==> src/rtl/arb_pkg.sv <==
package arb_pkg;

  typedef enum logic [2:0] {
    ST_IDLE,
    ST_HIGH,
    ST_LOW,
    ST_XFER,
    ST_HOLD
  } arbState_t;

  typedef struct packed {
    logic capAddr;
    logic selHigh;
    logic selLow;
    logic capData;
    logic wordWrite;
    logic dmaOwn;
  } ctlStrobe_t;

endpackage

==> src/rtl/arb_control.sv <==
module arb_control
  import arb_pkg::*;
(
  input  logic       clk,
  input  logic       rstN,
  input  logic       cckFall,
  input  logic       dmaReq,
  output ctlStrobe_t strobe,
  output logic       dbr
);

  arbState_t state, nextState;
  logic      dbrQ;

  always_comb begin
    nextState = state;
    unique case (state)
      ST_IDLE: if (cckFall && dmaReq) nextState = ST_HIGH;
      ST_HIGH: nextState = ST_LOW;
      ST_LOW:  nextState = ST_XFER;
      ST_XFER: nextState = ST_HOLD;
      ST_HOLD: if (cckFall) nextState = dmaReq ? ST_HIGH : ST_IDLE;
      default: nextState = ST_IDLE;
    endcase
  end

  always_ff @(posedge clk) begin
    if (!rstN) begin
      state <= ST_IDLE;
      dbrQ  <= 1'b0;
    end else begin
      state <= nextState;
      dbrQ  <= (nextState != ST_IDLE);
    end
  end

  always_comb begin
    strobe.capAddr   = (nextState == ST_HIGH);
    strobe.selHigh   = (state == ST_HIGH);
    strobe.selLow    = (state == ST_LOW);
    strobe.capData   = (state == ST_LOW);
    strobe.wordWrite = (state == ST_XFER);
    strobe.dmaOwn    = (state != ST_IDLE);
  end

  assign dbr = dbrQ;

endmodule

==> src/rtl/arb_datapath.sv <==
module arb_datapath
  import arb_pkg::*;
#(
  parameter int ADDR_W = 18,
  parameter int REG_W  = 8,
  parameter int DATA_W = 16,
  parameter int HALF_W = (ADDR_W + 1) / 2
) (
  input  logic              clk,
  input  logic              rstN,
  input  ctlStrobe_t        strobe,
  input  logic              dmaRefresh,
  input  logic [ADDR_W-1:0] dmaMemAddr,
  input  logic [REG_W-1:0]  dmaRegAddr,
  input  logic [REG_W-1:0]  cpuAddrLo,
  input  logic [DATA_W-1:0] memRdData,
  output logic [HALF_W-1:0] dramAddr,
  output logic              dramHighStb,
  output logic              dramLowStb,
  output logic [REG_W-1:0]  regSel,
  output logic              regDriveEn,
  output logic [DATA_W-1:0] regWrData,
  output logic              regWrite
);

  localparam int LOW_W = ADDR_W / 2;

  logic [ADDR_W-1:0] addrQ;
  logic [REG_W-1:0]  regQ;
  logic              refreshQ;
  logic [DATA_W-1:0] dataQ;

  always_ff @(posedge clk) begin
    if (!rstN) begin
      addrQ    <= '0;
      regQ     <= '0;
      refreshQ <= 1'b0;
      dataQ    <= '0;
    end else begin
      if (strobe.capAddr) begin
        addrQ    <= dmaMemAddr;
        regQ     <= dmaRegAddr;
        refreshQ <= dmaRefresh;
      end
      if (strobe.capData) dataQ <= memRdData;
    end
  end

  always_comb begin
    if (strobe.selHigh)     dramAddr = addrQ[ADDR_W-1:LOW_W];
    else if (strobe.selLow) dramAddr = HALF_W'(addrQ[LOW_W-1:0]);
    else                    dramAddr = '0;
  end

  assign dramHighStb = strobe.selHigh;
  assign dramLowStb  = strobe.selLow;
  assign regSel      = strobe.dmaOwn ? regQ : cpuAddrLo;
  assign regDriveEn  = strobe.dmaOwn;
  assign regWrite    = strobe.wordWrite && !refreshQ;
  assign regWrData   = regWrite ? dataQ : '0;

endmodule

==> src/rtl/arb_cpu_gate.sv <==
module arb_cpu_gate #(
  parameter int DATA_W = 16,
  parameter int LANES  = DATA_W / 8
) (
  input  logic              clk,
  input  logic              rstN,
  input  logic              dmaOwn,
  input  logic              cpuAs,
  input  logic              cpuRw,
  input  logic [LANES-1:0]  cpuByteEn,
  input  logic [DATA_W-1:0] cpuWrData,
  input  logic [DATA_W-1:0] memRdData,
  output logic [LANES-1:0]  bufLaneEn,
  output logic [DATA_W-1:0] cpuRdData,
  output logic [DATA_W-1:0] memWrData,
  output logic              memWrEn,
  output logic              cpuDtack
);

  logic cpuOpen;
  logic seenQ;

  assign cpuOpen = cpuAs && !dmaOwn;

  for (genvar l = 0; l < LANES; l++) begin : g_lane
    assign bufLaneEn[l]          = cpuOpen && cpuByteEn[l];
    assign cpuRdData[l*8 +: 8]   = (bufLaneEn[l] && cpuRw)  ? memRdData[l*8 +: 8] : 8'h00;
    assign memWrData[l*8 +: 8]   = bufLaneEn[l] ? cpuWrData[l*8 +: 8] : 8'h00;
  end

  assign memWrEn = cpuOpen && !cpuRw;

  always_ff @(posedge clk) begin
    if (!rstN) seenQ <= 1'b0;
    else       seenQ <= cpuOpen;
  end

  assign cpuDtack = cpuOpen && seenQ;

endmodule

==> src/rtl/shared_bus_arbiter.sv <==
module shared_bus_arbiter
  import arb_pkg::*;
#(
  parameter int ADDR_W = 18,
  parameter int REG_W  = 8,
  parameter int DATA_W = 16,
  localparam int HALF_W = (ADDR_W + 1) / 2,
  localparam int LANES  = DATA_W / 8
) (
  input  logic              clk,
  input  logic              rstN,
  input  logic              cckFall,
  input  logic              dmaReq,
  input  logic              dmaRefresh,
  input  logic [ADDR_W-1:0] dmaMemAddr,
  input  logic [REG_W-1:0]  dmaRegAddr,
  input  logic              cpuAs,
  input  logic              cpuRw,
  input  logic [LANES-1:0]  cpuByteEn,
  input  logic [REG_W-1:0]  cpuAddrLo,
  input  logic [DATA_W-1:0] cpuWrData,
  input  logic [DATA_W-1:0] memRdData,
  output logic              dbr,
  output logic              dae,
  output logic [HALF_W-1:0] dramAddr,
  output logic              dramHighStb,
  output logic              dramLowStb,
  output logic [REG_W-1:0]  regSel,
  output logic              regDriveEn,
  output logic [DATA_W-1:0] regWrData,
  output logic              regWrite,
  output logic [LANES-1:0]  bufLaneEn,
  output logic [DATA_W-1:0] cpuRdData,
  output logic [DATA_W-1:0] memWrData,
  output logic              memWrEn,
  output logic              cpuDtack
);

  ctlStrobe_t strobe;

  arb_control u_control (
    .clk     (clk),
    .rstN    (rstN),
    .cckFall (cckFall),
    .dmaReq  (dmaReq),
    .strobe  (strobe),
    .dbr     (dbr)
  );

  arb_datapath #(
    .ADDR_W (ADDR_W),
    .REG_W  (REG_W),
    .DATA_W (DATA_W),
    .HALF_W (HALF_W)
  ) u_datapath (
    .clk         (clk),
    .rstN        (rstN),
    .strobe      (strobe),
    .dmaRefresh  (dmaRefresh),
    .dmaMemAddr  (dmaMemAddr),
    .dmaRegAddr  (dmaRegAddr),
    .cpuAddrLo   (cpuAddrLo),
    .memRdData   (memRdData),
    .dramAddr    (dramAddr),
    .dramHighStb (dramHighStb),
    .dramLowStb  (dramLowStb),
    .regSel      (regSel),
    .regDriveEn  (regDriveEn),
    .regWrData   (regWrData),
    .regWrite    (regWrite)
  );

  arb_cpu_gate #(
    .DATA_W (DATA_W),
    .LANES  (LANES)
  ) u_cpu_gate (
    .clk       (clk),
    .rstN      (rstN),
    .dmaOwn    (strobe.dmaOwn),
    .cpuAs     (cpuAs),
    .cpuRw     (cpuRw),
    .cpuByteEn (cpuByteEn),
    .cpuWrData (cpuWrData),
    .memRdData (memRdData),
    .bufLaneEn (bufLaneEn),
    .cpuRdData (cpuRdData),
    .memWrData (memWrData),
    .memWrEn   (memWrEn),
    .cpuDtack  (cpuDtack)
  );

  assign dae = strobe.dmaOwn;

endmodule

==> config.mk <==
export PLATFORM = sky130hd
export DESIGN_NAME = shared_bus_arbiter
export DESIGN_NICKNAME = d
export VERILOG_FILES = /design/src/rtl/arb_pkg.sv /design/src/rtl/arb_control.sv /design/src/rtl/arb_datapath.sv /design/src/rtl/arb_cpu_gate.sv /design/src/rtl/shared_bus_arbiter.sv
export SDC_FILE = /design/constraint.sdc
export NUM_CORES = 1
export LEC_CHECK = 0
export BUFFER_PORTS_ARGS = -buffer_cell sky130_fd_sc_hd__clkbuf_2
export CORE_AREA = 2 2 134 71
export DETAILED_ROUTE_END_ITERATION = 8
export DIE_AREA = 0 0 136 73
export PLACE_DENSITY = 0.57
export RECOVER_POWER = 50
export SYNTH_ARGS = -nofsm -noshare
export SYNTH_HDL_FRONTEND = slang
export SYNTH_SLANG_ARGS = --single-unit
==> constraint.sdc <==
create_clock -name clk -period 2.3 [get_ports clk]
set_clock_uncertainty 0.15 [all_clocks]
set_input_delay 0 -clock clk [delete_from_list [all_inputs] [get_ports clk]]
set_output_delay 0 -clock clk [all_outputs]
set_load 0.01 [all_outputs]
---- After elaboration in Yosys (flattened, before gate mapping) ----
Index checks and enable logic that the tools add are counted.
word-level totals
  output and inout port bits .............. 75
  bits in registers ....................... 48
  word-level logic and storage cells ...... 39
operators by class
  equality and inequality tests ........... 5
  reductions and logical operators ........ 15
  muxes and demuxes ....................... 12
operators by type and width
  cell                count
  $mux 8              5
  $mux 9              2
  $mux 16             1
  $pmux 3 s5          1
  $logic_and 1x1->1   9
  $eq 3x1->1 const B  2
  $eq 3x2->1 const B  2
  $mux 3              2
  $reduce_bool 3->1   2
  $eq 3x3->1 const B  1
  $logic_not 1->1     3
  $logic_not 3->1     1
  $mux 1              1

---- Longest topological paths before layout ----
  depth after elaboration ................. 6
  mapped depth ............................ 5
  depth with buffers taken out ............ 2

---- Hierarchy ----
Synthesis repeated with hierarchy kept, for this count alone.
second synthesis, totals
  cells, all modules ...................... 268
  area, all modules ....................... 2541.2 µm²
by module, submodules not included
  module        area each (µm²)  instances  cells an instance
  arb_datapath  2011.9           1          198
  arb_cpu_gate  297.8            1          43
  arb_control   231.5            1          27

---- Least setup slack after synthesis ----
Ideal clock, no wire load.
  kind .................................... register to output
  start point ............................. register u_control.state[1]
  end point ............................... output port cpuRdData[14]
  arrival ................................. 1.328 ns
  required time ........................... 2.150 ns
  stages on the path, launching flop included .. 6
  path buffers ............................ 3
  path slack .............................. 0.822 ns
  cell sequence ........................... dfxtp_1 buf_6 or3b_1 buf_2 buf_6 nor3_1
between the ends
  word-level cells in the longest chain between the ends .. 6
RTL lines
  item                    RTL line                  text
  from (decl)             arb_control.sv:12         arbState_t state, nextState;
  from (signal assigned)  arb_control.sv:32         state <= nextState;
  $reduce_bool 3->1       arb_control.sv:43         strobe.dmaOwn = (state != ST_IDLE);
  $logic_not 1->1         arb_cpu_gate.sv:23        assign cpuOpen = cpuAs && !dmaOwn;
  $logic_and 1x1->1       arb_cpu_gate.sv:23
  $logic_and 1x1->1       arb_cpu_gate.sv:26        assign bufLaneEn[l] = cpuOpen && cpuByteEn[l];
  $logic_and 1x1->1       arb_cpu_gate.sv:27        assign cpuRdData[l*8 +: 8] = (bufLaneEn[l] && cpuRw) ? memRdData[l*8 +: 8] : 8'h00;
  $mux 8                  arb_cpu_gate.sv:27
  to (decl)               shared_bus_arbiter.sv:33  output logic [DATA_W-1:0] cpuRdData,
Every way passes these cells.

---- Worst setup path in the final report ----
  start point ............................. register u_control.state[0]
  end point ............................... output port dramAddr[2]
between the ends
  word-level cells in the longest chain between the ends .. 3
RTL lines
  item        RTL line                  text
  $eq 3x2->1  arb_control.sv:40         strobe.selLow = (state == ST_LOW);
  $mux 9      arb_datapath.sv:51        else if (strobe.selLow) dramAddr = HALF_W'(addrQ[LOW_W-1:0]);
  $mux 9 *    arb_datapath.sv:50        if (strobe.selHigh) dramAddr = addrQ[ADDR_W-1:LOW_W];
  to (decl)   shared_bus_arbiter.sv:25  output logic [HALF_W-1:0] dramAddr,
Mark *: on every way between the ends. The rest lies on a longest branch, timed or not.

==> qor.yml <==
placed_design:
  portBuffers: 149
  hpwl_mm: 5.50
  post_dp_cell_area_mm2: 0.00347
  routabilityCongestion: 0.741
power:
  powerDensity_mw_per_mm2: 554
  ir_drop_mv: 0.291
  p_leak_nw: 1.91
route:
  drtIter0Drc: 112
  wl_mm: 8.00
  drtPass1Iterations: 4
  remaining_drc_errors: 0
  postRouteAntennaNets: 0
  vias: 2743
  routed_via_density: 4.48
  routedWlPerCell_um: 13.1
timing:
  final-setup-viol-count: 0
  max-slew-margin-rel_pct: 40.8
  rsz0062_at_grt: "false"
  fmax_ghz: 0.505
  worst_slew_pin_slew_ns: 0.887
  hold_violations: 0
  finalSetupTns_ns: 0
  timing.final.max_slew_violations: 0
  period_share_pct: 86.2
  min_period_ns: 1.98
setup_path:
  arrival_ns: 1.83
  crit_type: "reg2out"
  cp-end-kind: "output port"
  r2r_slack_ns: 0.32
  worst-path-max-fanout: 11
  startpoint_type: "flop"
  required_ns: 2.15
floorplan:
  initial_utilization_pct: 29.5
  coreArea_mm2: 0.00895
  row_count: 25
  ios: 150
  die_area_mm2: 0.00993
  die_h_um: 73
  die_w_um: 136
cells_and_area:
  seq_area_um2: 961
  fin_nets: 565
  n_fill_cell: 892
  diodes: 0
  drive_above_1_share_pct: 35.6
  syn2layout_area_growth_pct: 52.1
  stdcell_area_mm2: 0.00402
  multiInputGateArea_mm2: 0.00150
logic_synthesis:
  synth_fp_nets: 383
  netlist_area_mm2: 0.00264
  ys_ff_latch: 48
  yosysUniqueCellTypes: 30
  ys_warn_count: 0
  synthCells: 308
  ys_seq_area_share_pct: 36.4
  synth_area_per_cell_um2: 8.58
global_routing:
  grtUsageTotal_pct: 15.6
  grt_max_degree: 92
  grt_pass1_vias: 2431
  grt_pass1_wl_mm: 12.1
  grt_overflow: 0
  grt_antenna_before_repair: 0
run_status:
  status: "finished, final reports clean"
clock_network:
  clk_latency_ns: 0.28
  cts_buffers: 5
  clock_path_buffers: 2
  cts-root-buf: "clkbuf_16"
  htreeDepth: 2
  clk_pin_slew_ns: 0.06
  cts_tree: "done"
  cts_sinks: 48
run:
  drv_cap: 0
worst_hold_path:
  worstHoldPathType: "in2reg"
what timing repair did:
| item | CTS | global route |
|---|---|---|
| buffers inserted | 0 | 0 |
| endpoints found under the hold margin | 45 | 0 |
| hold buffers | 45 | 0 |
| resized for setup | 0 | 0 |
area by class of cell:
type / count / area share (%)
Multi-Input combinational cell: 231 / 37.3
Timing Repair Buffer: 203 / 31.3
Sequential cell: 48 / 23.9
Tap cell: 121 / 3.77
Clock buffer: 8 / 3.64
Inverter: 1 / 0.0934
final timing paths:
check	cells past startpoint	startpoint	to
setup / recovery	5	u_control.state[0]	dramAddr[2]
hold / removal	3	rstN	u_control.state[0]
setup reg to reg	4	u_control.state[1]	u_datapath.regQ[0]
hold reg to reg	2	u_datapath.dataQ[15]	u_datapath.dataQ[15]
flip-flops by register name, indices dropped and copies added (netlist names):
register,flops
u_control.dbr,1
u_control.state,3
u_cpu_gate.seenQ,1
u_datapath.addrQ,18
u_datapath.dataQ,16
u_datapath.refreshQ,1
u_datapath.regQ,8
cells in the mapped netlist:
cell type	instances	share of area (%)
nand3b_1	1	0.28
o311a_1	1	0.38
nor3_1	6	1.1
or4b_1	1	0.38
nor2b_1	1	0.24
inv_1	1	0.14
or3b_1	1	0.33
and4bb_2	2	0.95
and3_1	16	3.8
o21ai_0	1	0.19
and4_1	1	0.33
and2_1	20	4.7
dfxtp_1	48	36
buf_4	4	1.1
mux2i_1	43	16
nor3_4	1	0.62
nand2_1	101	14
nor3b_2	1	0.47
a21boi_0	1	0.28
a22o_1	9	3.0
nor3_2	9	3.4
o21a_1	1	0.28
nor4b_4	1	0.90
nor3b_1	2	0.57
buf_6	5	2.1
mux2_2	9	3.8
buf_2	4	0.76
clkbuf_1	15	2.1
nand2b_1	1	0.24
xnor2_1	1	0.33
power breakdown:
| part | internal (mW) | switching (mW) |
|---|---|---|
| Combinational | 0.276 | 0.295 |
| Clock | 0.434 | 0.306 |
| Sequential | 0.888 | 0.0263 |
| Total | 1.60 | 0.627 |
worst max-delay path: stages, from the launching register on:
cell and delay [ns]:
dfxtp_1 0.32, buf_4 0.17, nor3b_2 0.16, clkbuf_1 0.48, a22o_1 0.27, clkbuf_2 0.14
stage by stage:
step,power [mW],instances,utilization (%),hold WS (ns),worst slack (ns)
global route,2.36,612,44.9,0.107,0.167
detailed placement,1.46,559,38.8,0.0875,0.636
CTS,2.28,612,45.5,0.0905,0.319
finish,2.23,612,44.9,0.0897,0.318
global placement,1.46,559,38.8,0.0810,0.684
floorplan,1.27,308,-,-0.104,0.822
placed cells by master, fill, tap and decap left out, types with 2 or more instances in the layout:
cell type	netlist	final
clkbuf_2	0	140
nand2_1	101	101
dfxtp_1	48	48
dlygate4sd3_1	0	45
mux2i_1	43	43
and2_1	20	19
and3_1	16	16
clkbuf_1	15	12
nor3_2	9	9
mux2_2	9	9
a22o_1	9	9
nor3_1	6	6
clkbuf_16	0	5
buf_4	4	5
nor3b_1	2	2
buf_2	4	2
metal layers:
metal	global-route usage [%]	vias up	wire (um)
met3	4.93	4	580
met5	0	-	0
li1	-	1388	-
met1	22.8	1252	4240
met2	22.7	99	3150
met4	2.66	0	33
cells by family (layout without fill, tap and decap cells):
group / Yosys count / count (layout) / synth area share, %
buffers and inverters: 29 / 212 / 6.30
DFF: 48 / 48 / 36.4
xor gates and xnor gates: 1 / 1 / 0.332
muxes: 52 / 52 / 20.1
AOI/OAI and AO/OA: 13 / 13 / 4.12
and+or+nand+nor: 165 / 165 / 32.7
No activity file was read; power rests on OpenSTA's default activity.
